<file path="src/rtl/lnk_seq_pkg.sv">
package lnk_seq_pkg;

    typedef enum logic [2:0] {
        SEQ_IDLE     = 3'd0,
        SEQ_ACK_WAIT = 3'd1,
        SEQ_TX_WAIT  = 3'd2,
        SEQ_RX_WAIT  = 3'd3,
        SEQ_LINK_UP  = 3'd4,
        SEQ_FAILED   = 3'd5
    } seq_state_e;

    typedef struct packed {
        seq_state_e state;
        logic       core_rst_n;
        logic       ready;
        logic       err;
    } seq_regs_t;

    function automatic logic is_wait_state(seq_state_e s);
        return (s == SEQ_ACK_WAIT) || (s == SEQ_TX_WAIT) || (s == SEQ_RX_WAIT);
    endfunction

    function automatic logic releases_core(seq_state_e s);
        return (s == SEQ_TX_WAIT) || (s == SEQ_RX_WAIT) || (s == SEQ_LINK_UP);
    endfunction

endpackage

</file>
<file path="src/rtl/lnk_sync2.sv">
module lnk_sync2 #(
    parameter int unsigned     W       = 3,
    parameter logic [W-1:0]    RST_VAL = '0
) (
    input  logic         clk,
    input  logic         rst_n,
    input  logic [W-1:0] async_i,
    output logic [W-1:0] sync_o
);

    for (genvar b = 0; b < W; b++) begin : g_bit
        logic meta_d, meta_q;
        logic hold_d, hold_q;

        always_comb begin
            meta_d = async_i[b];
            hold_d = meta_q;
        end

        always_ff @(posedge clk or negedge rst_n) begin
            if (!rst_n) begin
                meta_q <= RST_VAL[b];
                hold_q <= RST_VAL[b];
            end else begin
                meta_q <= meta_d;
                hold_q <= hold_d;
            end
        end

        assign sync_o[b] = hold_q;
    end

endmodule

</file>
<file path="src/rtl/lnk_wait_timer.sv">
module lnk_wait_timer #(
    parameter int unsigned TMO_W = 16
) (
    input  logic             clk,
    input  logic             rst_n,
    input  logic             clr_i,
    input  logic [TMO_W-1:0] limit_i,
    output logic             expired_o
);

    localparam logic [TMO_W-1:0] CNT_MAX = {TMO_W{1'b1}};
    localparam logic [TMO_W-1:0] CNT_ONE = {{(TMO_W-1){1'b0}}, 1'b1};

    logic [TMO_W-1:0] cnt_d, cnt_q;

    always_comb begin
        if (clr_i) begin
            cnt_d = '0;
        end else if (cnt_q == CNT_MAX) begin
            cnt_d = cnt_q;
        end else begin
            cnt_d = cnt_q + CNT_ONE;
        end
    end

    always_ff @(posedge clk or negedge rst_n) begin
        if (!rst_n) cnt_q <= '0;
        else        cnt_q <= cnt_d;
    end

    assign expired_o = (cnt_q >= limit_i);


    cnt_advance_chk: assert property (@(posedge clk) disable iff (!rst_n)
        (!clr_i && cnt_q != CNT_MAX) |=> (cnt_q == $past(cnt_q) + CNT_ONE));


    cnt_clear_chk: assert property (@(posedge clk) disable iff (!rst_n)
        clr_i |=> (cnt_q == '0));

endmodule

</file>
<file path="src/rtl/lnk_seq_fsm.sv">
module lnk_seq_fsm
    import lnk_seq_pkg::*;
(
    input  logic       clk,
    input  logic       rst_n,
    input  logic       start_i,
    input  logic       ack_n_s,
    input  logic       tx_s,
    input  logic       rx_s,
    input  logic       expired_i,
    output logic       clr_o,
    output logic       core_rst_n_o,
    output logic       ready_o,
    output logic       err_o,
    output logic [2:0] state_o
);

    localparam seq_regs_t REGS_RST = '{
        state:      SEQ_IDLE,
        core_rst_n: 1'b0,
        ready:      1'b0,
        err:        1'b0
    };

    seq_regs_t r_d, r_q;

    always_comb begin
        r_d = r_q;
        unique case (r_q.state)
            SEQ_IDLE: begin
                if (start_i) r_d.state = SEQ_ACK_WAIT;
            end
            SEQ_ACK_WAIT: begin
                if (!ack_n_s)       r_d.state = SEQ_TX_WAIT;
                else if (expired_i) r_d.state = SEQ_FAILED;
            end
            SEQ_TX_WAIT: begin
                if (tx_s)           r_d.state = SEQ_RX_WAIT;
                else if (expired_i) r_d.state = SEQ_FAILED;
            end
            SEQ_RX_WAIT: begin
                if (rx_s)           r_d.state = SEQ_LINK_UP;
                else if (expired_i) r_d.state = SEQ_FAILED;
            end
            SEQ_LINK_UP: begin
                if (!tx_s)      r_d.state = SEQ_TX_WAIT;
                else if (!rx_s) r_d.state = SEQ_RX_WAIT;
            end
            SEQ_FAILED: begin
                if (start_i) r_d.state = SEQ_ACK_WAIT;
            end
            default: r_d.state = SEQ_IDLE;
        endcase
        r_d.core_rst_n = releases_core(r_d.state);
        r_d.ready      = (r_d.state == SEQ_LINK_UP);
        r_d.err        = (r_d.state == SEQ_FAILED);
        clr_o          = (r_d.state != r_q.state) || !is_wait_state(r_q.state);
    end

    always_ff @(posedge clk or negedge rst_n) begin
        if (!rst_n) r_q <= REGS_RST;
        else        r_q <= r_d;
    end

    assign core_rst_n_o = r_q.core_rst_n;
    assign ready_o      = r_q.ready;
    assign err_o        = r_q.err;
    assign state_o      = r_q.state;


    start_idle_chk: assert property (@(posedge clk) disable iff (!rst_n)
        (r_q.state == SEQ_IDLE && start_i) |=> (r_q.state == SEQ_ACK_WAIT && !r_q.core_rst_n));


    release_after_ack_chk: assert property (@(posedge clk) disable iff (!rst_n)
        $rose(r_q.core_rst_n) |-> ($past(r_q.state) == SEQ_ACK_WAIT));


    err_holds_reset_chk: assert property (@(posedge clk) disable iff (!rst_n)
        r_q.err |-> (!r_q.core_rst_n && !r_q.ready));


    tx_drop_chk: assert property (@(posedge clk) disable iff (!rst_n)
        (r_q.state == SEQ_LINK_UP && !tx_s) |=> (r_q.state == SEQ_TX_WAIT && !r_q.ready));


    failed_hold_chk: assert property (@(posedge clk) disable iff (!rst_n)
        (r_q.state == SEQ_FAILED && !start_i) |=> (r_q.state == SEQ_FAILED));


    start_ignored_chk: assert property (@(posedge clk) disable iff (!rst_n)
        (r_q.state == SEQ_LINK_UP && tx_s && rx_s) |=> (r_q.state == SEQ_LINK_UP));

endmodule

</file>
<file path="src/rtl/lnk_bringup_seq.sv">
module lnk_bringup_seq
    import lnk_seq_pkg::*;
#(
    parameter int unsigned TMO_W = 16
) (
    input  logic             clk,
    input  logic             rst_n,
    input  logic             start_i,
    input  logic             rst_ack_n_i,
    input  logic             tx_lanes_stable_i,
    input  logic             rx_pcs_ready_i,
    input  logic [TMO_W-1:0] timeout_cycles_i,
    output logic             core_rst_n_o,
    output logic             link_ready_o,
    output logic [2:0]       state_o,
    output logic             timeout_err_o
);

    localparam int unsigned  N_STAT   = 3;
    localparam logic [N_STAT-1:0] STAT_RST = 3'b001;

    logic [N_STAT-1:0] stat_raw, stat_sync;
    logic              tmr_clr, tmr_expired;

    assign stat_raw = {rx_pcs_ready_i, tx_lanes_stable_i, rst_ack_n_i};

    lnk_sync2 #(
        .W       (N_STAT),
        .RST_VAL (STAT_RST)
    ) u_sync (
        .clk     (clk),
        .rst_n   (rst_n),
        .async_i (stat_raw),
        .sync_o  (stat_sync)
    );

    lnk_wait_timer #(
        .TMO_W (TMO_W)
    ) u_timer (
        .clk       (clk),
        .rst_n     (rst_n),
        .clr_i     (tmr_clr),
        .limit_i   (timeout_cycles_i),
        .expired_o (tmr_expired)
    );

    lnk_seq_fsm u_fsm (
        .clk          (clk),
        .rst_n        (rst_n),
        .start_i      (start_i),
        .ack_n_s      (stat_sync[0]),
        .tx_s         (stat_sync[1]),
        .rx_s         (stat_sync[2]),
        .expired_i    (tmr_expired),
        .clr_o        (tmr_clr),
        .core_rst_n_o (core_rst_n_o),
        .ready_o      (link_ready_o),
        .err_o        (timeout_err_o),
        .state_o      (state_o)
    );


    ready_only_up_chk: assert property (@(posedge clk) disable iff (!rst_n)
        link_ready_o |-> (state_o == 3'd4 && core_rst_n_o));

endmodule

</file>
<file path="config.mk">
export PLATFORM = sky130hd
export DESIGN_NAME = lnk_bringup_seq
export DESIGN_NICKNAME = d
export VERILOG_FILES = /design/src/rtl/lnk_seq_pkg.sv /design/src/rtl/lnk_sync2.sv /design/src/rtl/lnk_wait_timer.sv /design/src/rtl/lnk_seq_fsm.sv /design/src/rtl/lnk_bringup_seq.sv
export SDC_FILE = /design/constraint.sdc
export NUM_CORES = 1
export LEC_CHECK = 0
export BUFFER_PORTS_ARGS = -buffer_cell sky130_fd_sc_hd__buf_2
export CAP_MARGIN = 30
export CORE_MARGIN = 2
export CORE_UTILIZATION = 28
export CTS_CLUSTER_DIAMETER = 80
export DETAILED_ROUTE_END_ITERATION = 12
export GPL_ROUTABILITY_DRIVEN = 0
export PLACE_DENSITY_LB_ADDON = 0.3
export SLEW_MARGIN = 15
export SYNTH_ARGS = -nofsm -noshare
export SYNTH_HDL_FRONTEND = slang
export SYNTH_SLANG_ARGS = --single-unit
</file>
<file path="constraint.sdc">
create_clock -name clk -period 8.71 [get_ports clk]
set_clock_uncertainty 0.2 [all_clocks]
set_input_delay 0.4355 -clock clk [delete_from_list [all_inputs] [get_ports clk]]
set_output_delay 0.4355 -clock clk [all_outputs]
set_load 0.05 [all_outputs]
</file>
==> Implementation_results.wiki <==
{| class="wikitable"
! Metric !! Value
|-
| Number of nets still failing antenna checks after routing || 0
|-
| Cell area after synthesis || 0.001820 mm2
|-
| # fillers || 680
|-
| Routed via count || 1465
|-
| Syn. warnings || 0
|-
| First DRT Iteration DRCs || 91
|-
| Clock power share || 22.2%
|-
| Number of placement rows || 29
|-
| Share of power burned in registers || 37.9%
|-
| Count of unique library cells instantiated by Yosys || 46
|-
| Total overflow reported by the global router || 0
|-
| Kind of path behind the tightest hold check || in2reg
|-
| Share of the synthesized area in the top cell type || 35.74%
|-
| Headroom to the max-slew limit || 58.02%
|-
| Buf/Inv on CP || 0
|-
| FFs w/ async S/R, synth || 100.0%
|-
| Number of enable flip-flop cells after synthesis || 0
|-
| Clock tree from TritonCTS || built
|-
| Total length of routed met2 wires || 1463 um
|-
| Switching Share || 41.74%
|-
| Largest cells by area after synthesis || dfrtp_1, ha_1, nor3_1, inv_1, xnor2_1
|-
| Cell count after placement || 297
|-
| Routed length on met1 || 2003 um
|-
| First-pass GRT wire length || 6492 um
|-
| Synthesized instance count || 199
|-
| Cell area after layout || 0.002100 mm2
|-
| Cells traversed along the worst timing path || ha_1 > a21o_1 > a21o_1 > a2111o_1 > or4_4 > a22oi_4 > nor3_1
|-
| Min cycle time layout || 3009 ps
|-
| DRC errors left || 0
|-
| Most numerous cell in the Yosys netlist || dfrtp_1
|-
| CTS Buf Count || 3
|-
| DIE WIDTH || 84.64 um
|-
| Slowest cell delay on critical path || 570 ps
|-
| Fraction of final layout cells with drive strength greater than 1 || 17.78%
|-
| DRT Pass-1 Iters || 4
|-
| Layout area overhead || 15.33%
|-
| Synth top cells by count || dfrtp_1, inv_1, ha_1, nor3_1, nand2_1
|-
| Ys flop type || dfrtp_1
|-
| Most frequent cell on the critical path || a21o_1
|-
| Initial core utilization || 28.83%
|-
| Total leakage power || 1.031 nW
|-
| Clock latency reported for the late side of the worst-skew pair || 280 ps
|-
| Synthesized area per cell || 9.148 um2
|-
| Placed inst area || 0.002018 mm2
|-
| Worst IR Drop VDD || 0.1226 mV
|-
| Final Core Density || 33.25%
|-
| I/O pin count || 28
|-
| Num Clock Sinks || 28
|-
| Crit path capture type || register
|-
| Total Power Consumption || 0.4641 mW
|-
| Routed via count divided by cell count || 4.851
|-
| Cell at the root of the clock tree || clkbuf_8
|-
| Maximum clock frequency || 332.3 MHz
|-
| Cell at the slowest stage of the critical path || or4_4
|-
| Biggest area consumer among synthesized cells || dfrtp_1
|-
| Via count of the first global-routing pass || 1364
|-
| Routed length on met3 || 170 um
|-
| Cell-internal power || 0.2704 mW
|-
| Kind of cell adding the most delay to the critical path || compound AO/OA/AOI/OAI gates
|-
| Share of power burned in combinational logic || 39.8%
|-
| Average wire per cell in the routed design || 12.31 um
|-
| Register area share after synthesis || 38.63%
|-
| ANT cells || 0
|-
| Syn_nets || 238
|-
| Setup repair after global routing missed its margin || false
|-
| Die boundary height || 84.64 um
|-
| TNS Setup || 0 ps
|-
| CP Data Required Time || 8650 ps
|-
| Max H-tree Level || 1
|-
| Clock transition at the registers of the reported paths || 100 ps
|-
| Total power per unit cell area || 221.0 mW/mm2
|-
| Final-report setup violation count || 0
|-
| Routed wire length || 3719 um
|-
| DP Wirelength || 2813 um
|-
| Max Root-Sink Buffers || 2
|-
| Total Die Area || 0.007163 mm2
|-
| Share of the cycle needed by the critical path after routing || 34.55%
|-
| Placeable core region || 0.006314 mm2
|-
| Max_cap viols || 0
|-
| Number of input and output port buffers inserted || 27
|-
| Critical path class || reg2reg
|-
| Total routing resource utilization after global routing || 11.07%
|-
| Uppermost metal layer occupied by signal nets || met4
|-
| CP Data Arrival Time || 2950 ps
|-
| Number of antenna violations at the first check in global routing || 0
|-
| Status || complete, no violations
|-
| Number of synthesized register bits || 28
|-
| Number of cells in the finished layout apart from fillers || 302
|-
| Critical path peak fanout || 16
|-
| Maximum number of pins on one net before global-route repair || 29
|-
| Slew Limit Fails || 0
|-
| Final net count || 265
|-
| Net switching power || 0.1937 mW
|-
| Slew at the pin closest to its max-slew limit || 629.7 ps
|-
| Critical Path Start Type || register
|-
| Count of final hold-check violations || 0
|}
[what timing repair did]
action                                 CTS  global route
resized for setup                        0             0
hold buffers                             1             0
endpoints found under the hold margin   26             0
setup endpoints to repair                0             0
buffers inserted                         0             0
[registers in the layout, summed over array words and instances (netlist names)]
name and count:
u_fsm.ready_o 1, u_timer.cnt_q 16, u_sync.g_bit.hold_d 3, u_fsm.err_o 1
u_fsm.core_rst_n_o 1, u_sync.g_bit.hold_q 3, u_fsm.state_o 3
[power by group through the flow]
stage | combinational, mW | sequential [mW] | clock [mW]
6_report | 0.185 | 0.176 | 0.103
5_1_grt | 0.204 | 0.182 | 0.112
4_1_cts | 0.186 | 0.176 | 0.108
3_5_place_dp | 0.185 | 0.179 | 0
3_3_place_gp | 0.182 | 0.178 | 0
2_1_floorplan | 0.134 | 0.196 | 0
[placed cells by master (no fill, tap or decap), drive strengths merged, types with 7 or more instances in the layout]
cell,instances
o21ai,7
nor3,18
nor2,11
buf,27
inv,19
ha,17
xnor2,7
dfrtp,26
a21oi,8
nand2,16
[cells by family after synthesis]
group / after synthesis / share of synthesized area [%]
adder cells (fa/ha/maj): 17 / 11.68
buffers and inverters: 25 / 5.773
AO/OA/AOI/OAI: 39 / 15.33
multiplexers: 2 / 1.168
AND/OR/NAND/NOR: 77 / 22.13
XOR/XNOR: 11 / 5.292
flip-flops: 28 / 38.63
[area by class of cell]
type	instances	area, um2	area share (%)
Clock buffer	3	41.29	1.967
Sequential cell	28	703.2	33.49
Tap cell	77	96.34	4.589
Multi-Input combinational cell	146	1012	48.21
Timing Repair Buffer	28	145.1	6.913
Clock inverter	1	30.03	1.430
Inverter	19	71.32	3.397
[worst paths after layout]
| kind | from | endpoint | slack, ps | depth (start not counted) |
|---|---|---|---|---|
| min in group asynchronous | rst_n | u_sync.g_bit[2].hold_d | 490 | 2 |
| min reg2reg | u_sync.g_bit[0].hold_d | u_sync.g_bit[0].hold_q | 160 | 0 |
| max reg2reg | u_timer.cnt_q[13] | u_timer.cnt_q[14] | 5700 | 7 |
| max in group asynchronous | rst_n | u_timer.cnt_q[14] | 7400 | 2 |
| min | rst_ack_n_i | u_sync.g_bit[0].hold_d | 40 | 1 |
| max | u_timer.cnt_q[13] | u_timer.cnt_q[14] | 5700 | 7 |
[metrics by stage]
step	worst slack (ps)	hold WS, ps
3_3_place_gp	5593	133.6
2_1_floorplan	5856	-60.09
3_5_place_dp	5598	140.9
6_report	5701	43.77
5_1_grt	5485	34.12
4_1_cts	5651	36.68
[layer usage]
metal  track usage (%)  vias up
met4             4.473        0
met1             17.23      660
met2             15.03       39
met3             1.770        7
li1                  -      759
met5                 0        -
No activity file was read; power rests on OpenSTA's default activity.
